File: config.mk
export PLATFORM = sky130hd
export DESIGN_NAME = master_priv_gate
export DESIGN_NICKNAME = d
export VERILOG_FILES = /design/src/rtl/mpg_pkg.sv /design/src/rtl/mpg_ctrl.sv /design/src/rtl/mpg_regs.sv /design/src/rtl/master_priv_gate.sv
export SDC_FILE = /design/constraint.sdc
export NUM_CORES = 1
export LEC_CHECK = 0
export ABC_AREA = 1
export BUFFER_PORTS_ARGS = -buffer_cell sky130_fd_sc_hd__buf_2
export CORE_MARGIN = 4
export CORE_UTILIZATION = 57
export DETAILED_ROUTE_END_ITERATION = 8
export PLACE_DENSITY = 0.76
export SLEW_MARGIN = 20
export SYNTH_ARGS = -nofsm -noshare
export SYNTH_HDL_FRONTEND = slang
export SYNTH_SLANG_ARGS = --single-unit
File: constraint.sdc
create_clock -name clk -period 2.8 [get_ports clk]
set_clock_uncertainty 0.15 [all_clocks]
set_input_delay 0.7 -clock clk [delete_from_list [all_inputs] [get_ports clk]]
set_output_delay 0.7 -clock clk [all_outputs]
set_load 0.1 [all_outputs]
File: src/rtl/mpg_pkg.sv
package mpg_pkg;

  localparam int IDX_W = 4;

  typedef struct packed {
    logic             privWe;
    logic             aclWe;
    logic             rdPriv;
    logic             rdAcl;
    logic [IDX_W-1:0] aclIdx;
  } mpgStrobe_t;

endpackage

File: src/rtl/mpg_ctrl.sv
module mpg_ctrl
  import mpg_pkg::*;
#(
  parameter int ADDR_W      = 8,
  parameter int NUM_MASTERS = 4,
  parameter int NUM_ACL     = 3,
  parameter int PRIV_OFFS   = 32'h20,
  localparam int ID_W       = $clog2(NUM_MASTERS),
  localparam int WORD_W     = ADDR_W - 2
) (
  input  logic                   busSel,
  input  logic                   busWrite,
  input  logic [ADDR_W-1:0]      busAddr,
  input  logic [ID_W-1:0]        busMaster,
  input  logic                   busSuper,
  input  logic [NUM_MASTERS-1:0] privVal,
  output mpgStrobe_t             strobe,
  output logic                   busErr,
  output logic                   effSuper
);

  localparam logic [WORD_W-1:0] PRIV_WORD = WORD_W'(PRIV_OFFS >> 2);
  localparam logic [WORD_W-1:0] ACL_FIRST = PRIV_WORD + WORD_W'(1);
  localparam logic [WORD_W-1:0] ACL_LAST  = PRIV_WORD + WORD_W'(NUM_ACL);

  logic [WORD_W-1:0] wordIdx;
  logic [WORD_W-1:0] aclOff;
  logic              hitPriv;
  logic              hitAcl;
  logic              trusted;
  logic              wrReq;

  assign wordIdx = busAddr[ADDR_W-1:2];
  assign hitPriv = (wordIdx == PRIV_WORD);
  assign hitAcl  = (wordIdx >= ACL_FIRST) && (wordIdx <= ACL_LAST);
  assign aclOff  = wordIdx - ACL_FIRST;

  // trust comes from the register value before this cycle's write lands
  assign trusted = privVal[busMaster];
  assign wrReq   = busSel && busWrite && (hitPriv || hitAcl);

  always_comb begin
    strobe        = '0;
    strobe.privWe = wrReq && trusted && hitPriv;
    strobe.aclWe  = wrReq && trusted && hitAcl;
    strobe.rdPriv = busSel && hitPriv;
    strobe.rdAcl  = busSel && hitAcl;
    strobe.aclIdx = IDX_W'(aclOff);
  end

  assign busErr   = wrReq && !trusted;
  assign effSuper = privVal[busMaster] && busSuper;

endmodule

File: src/rtl/mpg_regs.sv
module mpg_regs
  import mpg_pkg::*;
#(
  parameter int                     DATA_W      = 32,
  parameter int                     NUM_MASTERS = 4,
  parameter int                     NUM_ACL     = 3,
  parameter logic [NUM_MASTERS-1:0] PRIV_RESET  = NUM_MASTERS'(3)
) (
  input  logic                   clk,
  input  logic                   rstN,
  input  mpgStrobe_t             strobe,
  input  logic [DATA_W-1:0]      busWdata,
  output logic [NUM_MASTERS-1:0] privVal,
  output logic [DATA_W-1:0]      rdData
);

  logic [NUM_MASTERS-1:1] privUpper;
  logic [DATA_W-1:0]      aclReg [NUM_ACL];
  logic [DATA_W-1:0]      aclRd;

  always_ff @(posedge clk or negedge rstN) begin
    if (!rstN) begin
      privUpper <= PRIV_RESET[NUM_MASTERS-1:1];
    end else if (strobe.privWe) begin
      privUpper <= busWdata[NUM_MASTERS-1:1];
    end
  end

  // master 0 stays trusted no matter what is written
  assign privVal = {privUpper, 1'b1};

  for (genvar g = 0; g < NUM_ACL; g++) begin : gAcl
    always_ff @(posedge clk or negedge rstN) begin
      if (!rstN) begin
        aclReg[g] <= '0;
      end else if (strobe.aclWe && (strobe.aclIdx == IDX_W'(g))) begin
        aclReg[g] <= busWdata;
      end
    end
  end

  always_comb begin
    aclRd = '0;
    for (int i = 0; i < NUM_ACL; i++) begin
      if (strobe.aclIdx == IDX_W'(i)) aclRd = aclReg[i];
    end
  end

  always_comb begin
    rdData = '0;
    if (strobe.rdPriv)     rdData = DATA_W'(privVal);
    else if (strobe.rdAcl) rdData = aclRd;
  end

endmodule

File: src/rtl/master_priv_gate.sv
module master_priv_gate
  import mpg_pkg::*;
#(
  parameter int ADDR_W      = 8,
  parameter int DATA_W      = 32,
  parameter int NUM_MASTERS = 4,
  parameter int NUM_ACL     = 3,
  parameter int PRIV_OFFS   = 32'h20,
  localparam int ID_W       = $clog2(NUM_MASTERS)
) (
  input  logic              clk,
  input  logic              rstN,
  input  logic              busSel,
  input  logic              busWrite,
  input  logic [ADDR_W-1:0] busAddr,
  input  logic [DATA_W-1:0] busWdata,
  input  logic [ID_W-1:0]   busMaster,
  input  logic              busSuper,
  output logic [DATA_W-1:0] rdData,
  output logic              busErr,
  output logic              effSuper
);

  mpgStrobe_t             strobe;
  logic [NUM_MASTERS-1:0] privVal;

  mpg_ctrl #(
    .ADDR_W(ADDR_W), .NUM_MASTERS(NUM_MASTERS),
    .NUM_ACL(NUM_ACL), .PRIV_OFFS(PRIV_OFFS)
  ) uCtrl (
    .busSel(busSel), .busWrite(busWrite), .busAddr(busAddr),
    .busMaster(busMaster), .busSuper(busSuper), .privVal(privVal),
    .strobe(strobe), .busErr(busErr), .effSuper(effSuper)
  );

  mpg_regs #(
    .DATA_W(DATA_W), .NUM_MASTERS(NUM_MASTERS), .NUM_ACL(NUM_ACL)
  ) uRegs (
    .clk(clk), .rstN(rstN), .strobe(strobe), .busWdata(busWdata),
    .privVal(privVal), .rdData(rdData)
  );

  localparam logic [ADDR_W-3:0] PRIV_WORD = (ADDR_W-2)'(PRIV_OFFS >> 2);

  // a rejected write leaves the privilege register untouched
  a_r5_err_keeps_priv: assert property (@(posedge clk) disable iff (!rstN)
    busErr |=> $stable(privVal));

  // an error only terminates a write access
  a_r11_err_only_write: assert property (@(posedge clk) disable iff (!rstN)
    busErr |-> (busSel && busWrite));

  // reads never abort
  a_r6_read_no_err: assert property (@(posedge clk) disable iff (!rstN)
    (busSel && !busWrite) |-> !busErr);

  // an unprivileged master is seen as user mode
  a_r3_user_forced: assert property (@(posedge clk) disable iff (!rstN)
    !privVal[busMaster] |-> !effSuper);

  // bit 0 of the privilege readback is always one
  a_r2_bit0_reads_one: assert property (@(posedge clk) disable iff (!rstN)
    (busSel && busAddr[ADDR_W-1:2] == PRIV_WORD) |-> rdData[0]);

  // reserved privilege bits read as zero
  a_r7_reserved_zero: assert property (@(posedge clk) disable iff (!rstN)
    (busSel && busAddr[ADDR_W-1:2] == PRIV_WORD) |-> (rdData[DATA_W-1:NUM_MASTERS] == '0));

endmodule

[Yosys cells after proc, flatten, opt, wreduce, memory -nomap -nowiden]
Index checks and enable logic that the tools add are counted.
Word-level totals
  register bits after elaboration: 99
  input bits: 47
Operators by class
  reduce and logical (&&, ||, !) cells: 16
  $add $sub $neg: 1
  magnitude comparators: 3
  equal/unequal tests: 3
  mux-type cells: 7
Operators with widths (count)
  $mux 32: 5
  $logic_and 1x1->1: 13
  $eq 6x4->1 const B: 1
  $ge 6x4->1 const B: 1
  $le 6x4->1 const B: 1
  $eq 4x1->1 const B: 1
  $eq 4x2->1 const B: 1
  $logic_not 4->1: 1
  $sub 4x4->4 const B: 1
  $lt 2x3->1 const B: 1
  $bmux 1 s2: 1
  $logic_not 1->1: 1
  $logic_or 1x1->1: 1
  $mux 1: 1

[Logic depth before layout (Yosys ltp)]
Gate-level depths: netlist of run 1.
  depth after elaboration: 7
  depth in mapped cells: 10
  depth with buffers taken out: 8

[Hierarchy]
From an unflattened synthesis of run 1, not the netlist that was laid out.
Unflattened totals
  cell total of the unflattened synthesis: 689
  area total of the unflattened synthesis: 5163.7 um2
By module, submodules not included
  mpg_regs: cells an instance 655, area an instance 4977.3 um2, times used 1
  mpg_ctrl: cells an instance 34, area an instance 186.4 um2, times used 1

[Least setup slack after synthesis of run 1]
OpenSTA, ideal clock, no wires.
  path kind: input to output
  from: input busAddr[2]
  to: output rdData[22]
  slack: -0.882 ns
  stages: 6
  buffers on the path: 3
  arrival time: 2.832 ns
  cells stage by stage: buf_4 -> nand3_1 -> clkbuf_1 -> clkbuf_1 -> o21ai_0 -> nor2_1
Between the ends
  cells in the longest elaborated chain, start to end: 7
  elaborated cells between the ends (all ways): 15
Ends and longest elaborated chain
  start: declaration: RTL line master_priv_gate.sv:15  | input logic [ADDR_W-1:0] busAddr,
  $sub 4x4->4: RTL line mpg_ctrl.sv:36  | assign aclOff = wordIdx - ACL_FIRST;
  $logic_not 4->1: RTL line mpg_regs.sv:45  | if (strobe.aclIdx == IDX_W'(i)) aclRd = aclReg[i];
  $mux 32 (3 in series): RTL line mpg_regs.sv:45
  $mux 32: RTL line mpg_regs.sv:52  | else if (strobe.rdAcl) rdData = aclRd;
  $mux 32 *: RTL line mpg_regs.sv:51  | if (strobe.rdPriv) rdData = DATA_W'(privVal);
  end: declaration: RTL line master_priv_gate.sv:19  | output logic [DATA_W-1:0] rdData,
Mark *: on every way between the ends. The rest lies on a longest branch, timed or not.

[Final worst setup path of run 1]
  from: input busAddr[4]
  to: output rdData[15]
Same word-level chain as after synthesis.

==> flow_summary.json, run 1 <==
{
  "period_minus_slack_ns": 2.862,
  "port_buffers": 78,
  "grt_pass1_wl_um": 24500,
  "fillers": 542,
  "syn-num-nets": 704,
  "worst_slack_ns": -0.06225,
  "cp.buffers_inverters": 4,
  "dr.pass1.iters": 8,
  "maxSlewViolCount": 0,
  "setup_viol": 32,
  "relSlewSlack_pct": 58.64,
  "ys_ff_latch": 99,
  "tightest_slew_ns": 0.6204,
  "drc": 0,
  "synth_cell_type_count": 22,
  "cp_slowest_cell": "nor2_4",
  "wire_per_inst_um": 18.52,
  "die_h_um": 102.1,
  "vdd_drop_max_uv": 284.9,
  "rows": 34,
  "tritoncts": "done",
  "p_total_mw": 2.614,
  "seq_area_sq_um": 2479,
  "worst-setup-path-type": "primary input to output port",
  "holdBufCountCts": 0,
  "drt-total-wl_um": 15930,
  "power_leakage_nw": 3.445,
  "n_antenna_cell": 0,
  "insertion_delay_ns": 0.37,
  "multi_input_area_sq_um": 2659,
  "cp-start-kind": "primary input",
  "critPathLaunch": "busAddr[4]",
  "status": "finished with violations",
  "cts_max_level": 3,
  "power_density_nw_per_um2": 372.3,
  "cts_buffer_depth": 2,
  "final_common_cell": "nand2_1",
  "synth_warnings": 0,
  "syn2layout_area_growth_pct": 39.02,
  "io_pins": 81,
  "r2r_start": "uRegs.privUpper[1]",
  "final_hold_viol_count": 0,
  "timing.critical_path.cells": "buf_6 > nor2_4 > buf_6 > nand2_8 > nor2_8 > nand2_8 > buf_12 > nor2_4 > buf_12",
  "antenna_found_initial": 0,
  "fp.coreArea_sq_um": 8678,
  "violations": "setup timing",
  "timing.fmax_mhz": 349.4,
  "grt_pass1_vias": 5073,
  "grt-ovfl-total": 0,
  "cpPeakStageDelay_ns": 0.21,
  "hpwl_um": 9353,
  "place.gp.congestion": 0.8395,
  "avgSynthCellArea_sq_um": 7.686,
  "yosysSeqAreaShare_pct": 49.08,
  "root_buffer": "clkbuf_8",
  "syn_inst": 657,
  "drive_gt1_share_pct": 30.32,
  "clock-sinks": 99,
  "drtIter0Drc": 539,
  "dr_total_vias": 5343,
  "fin_tns_setup_ns": -0.7879,
  "endpoint_kind": "output port",
  "start_util_pct": 58.19,
  "rsz0062_at_grt": "true",
  "grt_max_degree": 58,
  "cts_buffers": 9,
  "period_share_pct": 102.2,
  "ant_nets": 0,
  "dieArea_sq_um": 10430,
  "placedCellCount": 828,
  "hold_class": "primary input to async pin",
  "path_max_fanout": 8,
  "cp.arrival_ns": 2.01,
  "timing.hold.ws_ns": 0.1230,
  "utilization_pct": 80.90,
  "required_ns": 1.95,
  "syn-cell-area_sq_um": 5050,
  "nets": 795,
  "final_cells": 860,
  "vias_per_cell": 6.213,
  "crit_family": "simple AND/OR/NAND/NOR gates",
  "final_cell_mix": "nand2_1 (220), dfrtp_1 (98), nand4_1 (97), buf_4 (49), buf_2 (41)",
  "die_x_um": 102.1,
  "grt_usage_pct": 30.17,
  "cap_violations": 0,
  "path_clk_slew_ns": 0.09
}
==> cell usage after synthesis, drive strengths merged <==
master  instances  area, sq um
and3            1        6.260
buf            30        152.7
clkbuf         28        105.1
dfrtp          98         2452
dfstp           1        26.28
inv             7        26.27
nand2         232        873.3
nand3          40        215.2
nand3b          1        7.510
nand4          97        606.8
nor2           65        292.8
nor3            1        5.000
o21ai          56        280.3
==> power by group <==
part           switching, mW  internal [mW]
logic                  0.181         0.0951
registers           0.000761           1.43
clock network          0.478          0.430
total                  0.659           1.95
==> cell type report <==
cell class                      count  area share, %
Clock inverter                      5         0.7664
Multi-Input combinational cell    493          37.87
Inverter                            7         0.4099
Timing Repair Buffer              138          21.76
Clock buffer                       10          1.960
Tap cell                          108          1.925
Sequential cell                    99          35.31
==> flip-flops by register name, summed over array words and instances (netlist names) <==
name,flops
uRegs.aclReg,96
uRegs.privUpper,3
==> per-stage QoR <==
stage / cell area (sq um) / worst slack [ns]
floorplan: 5321 / -0.08074
global placement: 6484 / -0.05594
detailed placement: 6484 / -0.1044
CTS: 6837 / -0.01907
global route: 7020 / -0.09748
finish: 7020 / -0.06225
==> path summary, 6_finish.rpt <==
check                                     end  slack, ns  depth (start not counted)
hold / removal               uRegs.aclReg[22]       0.12                          1
setup / recovery                   rdData[15]      -0.06                          9
min in group clk           uRegs.privUpper[1]       0.33                          2
setup reg to reg           uRegs.privUpper[3]       0.84                          8
hold reg to reg            uRegs.privUpper[1]       0.33                          2
max in group asynchronous    uRegs.aclReg[79]       1.72                          2
==> kinds of logic after synthesis <==
logic type	synth area share, %
AND/OR/NAND/NOR	39.74
flip-flops	49.08
AO/OA/AOI/OAI	5.550
buffers and inverters	5.624
==> metal layers <==
layer	vias up	global-route usage [%]	part of all wire, %
li1	2403	-	-
met1	2577	39.49	37
met2	314	49.33	51
met3	49	6.416	9.2
met4	0	11.91	2.6
met5	-	0	0
==> repair_timing <==
item / 4_1_cts / 5_1_grt
endpoints found under the setup margin: 30 / 33
buffers inserted: 7 / 7
pin swaps: 7 / 9
resized for setup: 26 / 25
cloned: 1 / 2
(Power assumes the default switching activity.)
==> inputs of run 2 (changes only) <==
--- a/config.mk
+++ b/config.mk
@@ -8,9 +8,10 @@
 export ABC_AREA = 1
 export BUFFER_PORTS_ARGS = -buffer_cell sky130_fd_sc_hd__buf_2
 export CORE_MARGIN = 4
-export CORE_UTILIZATION = 57
+export CORE_UTILIZATION = 59
+export CTS_BUF_LIST = sky130_fd_sc_hd__clkbuf_8
 export DETAILED_ROUTE_END_ITERATION = 8
-export PLACE_DENSITY = 0.76
+export PLACE_DENSITY = 0.79
 export SLEW_MARGIN = 20
 export SYNTH_ARGS = -nofsm -noshare
 export SYNTH_HDL_FRONTEND = slang
==> flow_summary.json, run 2 (synthesized netlist as in run 1, its figures left out) <==
{
  "status": "finished with violations",
  "violations": "setup timing",
  "final_cells": 849,
  "maxSlewViolCount": 0,
  "power_density_nw_per_um2": 384.9,
  "reg.largest.list": "uRegs.aclReg x96, uRegs.privUpper x3",
  "drtIter0Drc": 583,
  "tightest_slew_ns": 0.6223,
  "dr_total_vias": 5453,
  "ant_nets": 0,
  "hpwl_um": 9502,
  "largest_reg_flops": 96,
  "period_minus_slack_ns": 2.895,
  "largest-register": "uRegs.aclReg",
  "grt_max_degree": 59,
  "nets": 786,
  "rsz0062_at_grt": "true",
  "cts_max_level": 3,
  "cp-start-kind": "primary input",
  "path_clk_slew_ns": 0.09,
  "cap_violations": 0,
  "dr.pass1.iters": 6,
  "final_area_sq_um": 7079,
  "setup_viol": 33,
  "rrSetupSlack_ns": 0.73,
  "r2r_end": "uRegs.aclReg[14]",
  "crit_end": "rdData[7]",
  "antenna_found_initial": 0,
  "endpoint_kind": "output port",
  "worst-setup-path-type": "primary input to output port",
  "rr_worst_depth": 7,
  "rows": 33,
  "fin_tns_setup_ns": -0.9112,
  "required_ns": 1.95,
  "die_x_um": 100.5,
  "path_max_fanout": 6,
  "syn2layout_area_growth_pct": 40.19,
  "grt-ovfl-total": 0,
  "drt-total-wl_um": 16670,
  "tritoncts": "done",
  "vias_per_cell": 6.423,
  "grt_pass1_wl_um": 25830,
  "hold_class": "flop to flop",
  "r2r_start": "uRegs.privUpper[1]",
  "n_antenna_cell": 0,
  "cp.arrival_ns": 2.04,
  "final_hold_viol_count": 0,
  "placedCellCount": 819,
  "period_share_pct": 103.4,
  "insertion_delay_ns": 0.37,
  "grt_usage_pct": 32.19,
  "final_cell_mix": "nand2_1 (217), dfrtp_1 (98), nand4_1 (97), buf_2 (41), o21ai_2 (40)",
  "fp.coreArea_sq_um": 8258,
  "cts_buffers": 9,
  "root_buffer": "clkbuf_8",
  "die_h_um": 100.5,
  "grt_pass1_vias": 5333,
  "place.gp.congestion": 0.8445,
  "relSlewSlack_pct": 58.52,
  "drc": 0,
  "worst_slack_ns": -0.09454,
  "dieArea_sq_um": 10100,
  "drive_gt1_share_pct": 32.93,
  "timing.fmax_mhz": 345.5,
  "power_leakage_nw": 3.454,
  "vdd_drop_max_uv": 354.7,
  "io_pins": 81,
  "port_buffers": 78,
  "place_area_sq_um": 6422,
  "timing.hold.ws_ns": 0.3318,
  "critPathLaunch": "busAddr[4]",
  "wire_per_inst_um": 19.64,
  "clock-sinks": 99,
  "start_util_pct": 61.15,
  "cts_buffer_depth": 2,
  "final_common_cell": "nand2_1"
}
[run 2: layout make-up]
| class | instances | area, sq um |
|---|---|---|
| Clock inverter | 6 | 82.58 |
| Multi-Input combinational cell | 493 | 2766 |
| Tap cell | 105 | 131.4 |
| Inverter | 7 | 31.28 |
| Sequential cell | 99 | 2479 |
| Timing Repair Buffer | 129 | 1451 |
| Clock buffer | 10 | 137.6 |
| Fill cell | 410 | 1179 |
[run 2: worst min-delay path by stage]
stage	startpoint	end	slack (ns)	cells after the start
final	uRegs.aclReg[62]	uRegs.aclReg[62]	0.33	2
after global routing	uRegs.aclReg[62]	uRegs.aclReg[62]	0.35	2
after CTS	uRegs.aclReg[94]	uRegs.aclReg[94]	0.33	2
after detailed placement	uRegs.aclReg[8]	uRegs.aclReg[8]	0.30	2
after global placement	uRegs.aclReg[22]	uRegs.aclReg[22]	0.30	2
after floorplan	rstN	uRegs.aclReg[0]	0.25	0
[run 2: timing repair]
| item | CTS | global route |
|---|---|---|
| pin swaps | 11 | 11 |
| cloned | 3 | 0 |
| hold buffers | 1 | 0 |
| buffers inserted | 3 | 7 |
| endpoints found under the hold margin | 5 | 0 |
| endpoints found under the setup margin | 26 | 33 |
| resized for setup | 42 | 44 |
[run 2: layer usage]
layer | routed length [um] | GRT usage (%) | vias to the layer above
met3 | 1770 | 7.336 | 75
met2 | 8402 | 53.26 | 413
met5 | 0 | 0 | -
met1 | 5952 | 41.66 | 2586
li1 | - | - | 2379
met4 | 549 | 11.61 | 0
[run 2: through the flow]
step / power, mW / worst slack (ns) / utilization (%)
3_5_place_dp: 1.692 / -0.08950 / 77.77
4_1_cts: 2.695 / -0.04028 / 83.35
2_1_floorplan: 1.562 / -0.08074 / -
5_1_grt: 2.813 / -0.1170 / 85.73
6_report: 2.725 / -0.09454 / 85.73
3_3_place_gp: 1.687 / -0.07693 / 77.77
[run 2: worst max-delay path: stages]
cell and delay, ns:
buf_6 0.10, nor2_4 0.21, nand2_4 0.10, buf_4 0.18, o21ai_0 0.30, o21ai_2 0.13
nor2_4 0.14, buf_12 0.18
[run 2: power by group]
group / switching [mW] / leakage (nW) / internal, mW
registers: 0.000849 / 1.38 / 1.43
logic: 0.188 / 1.96 / 0.0908
clock network: 0.493 / 0.111 / 0.522
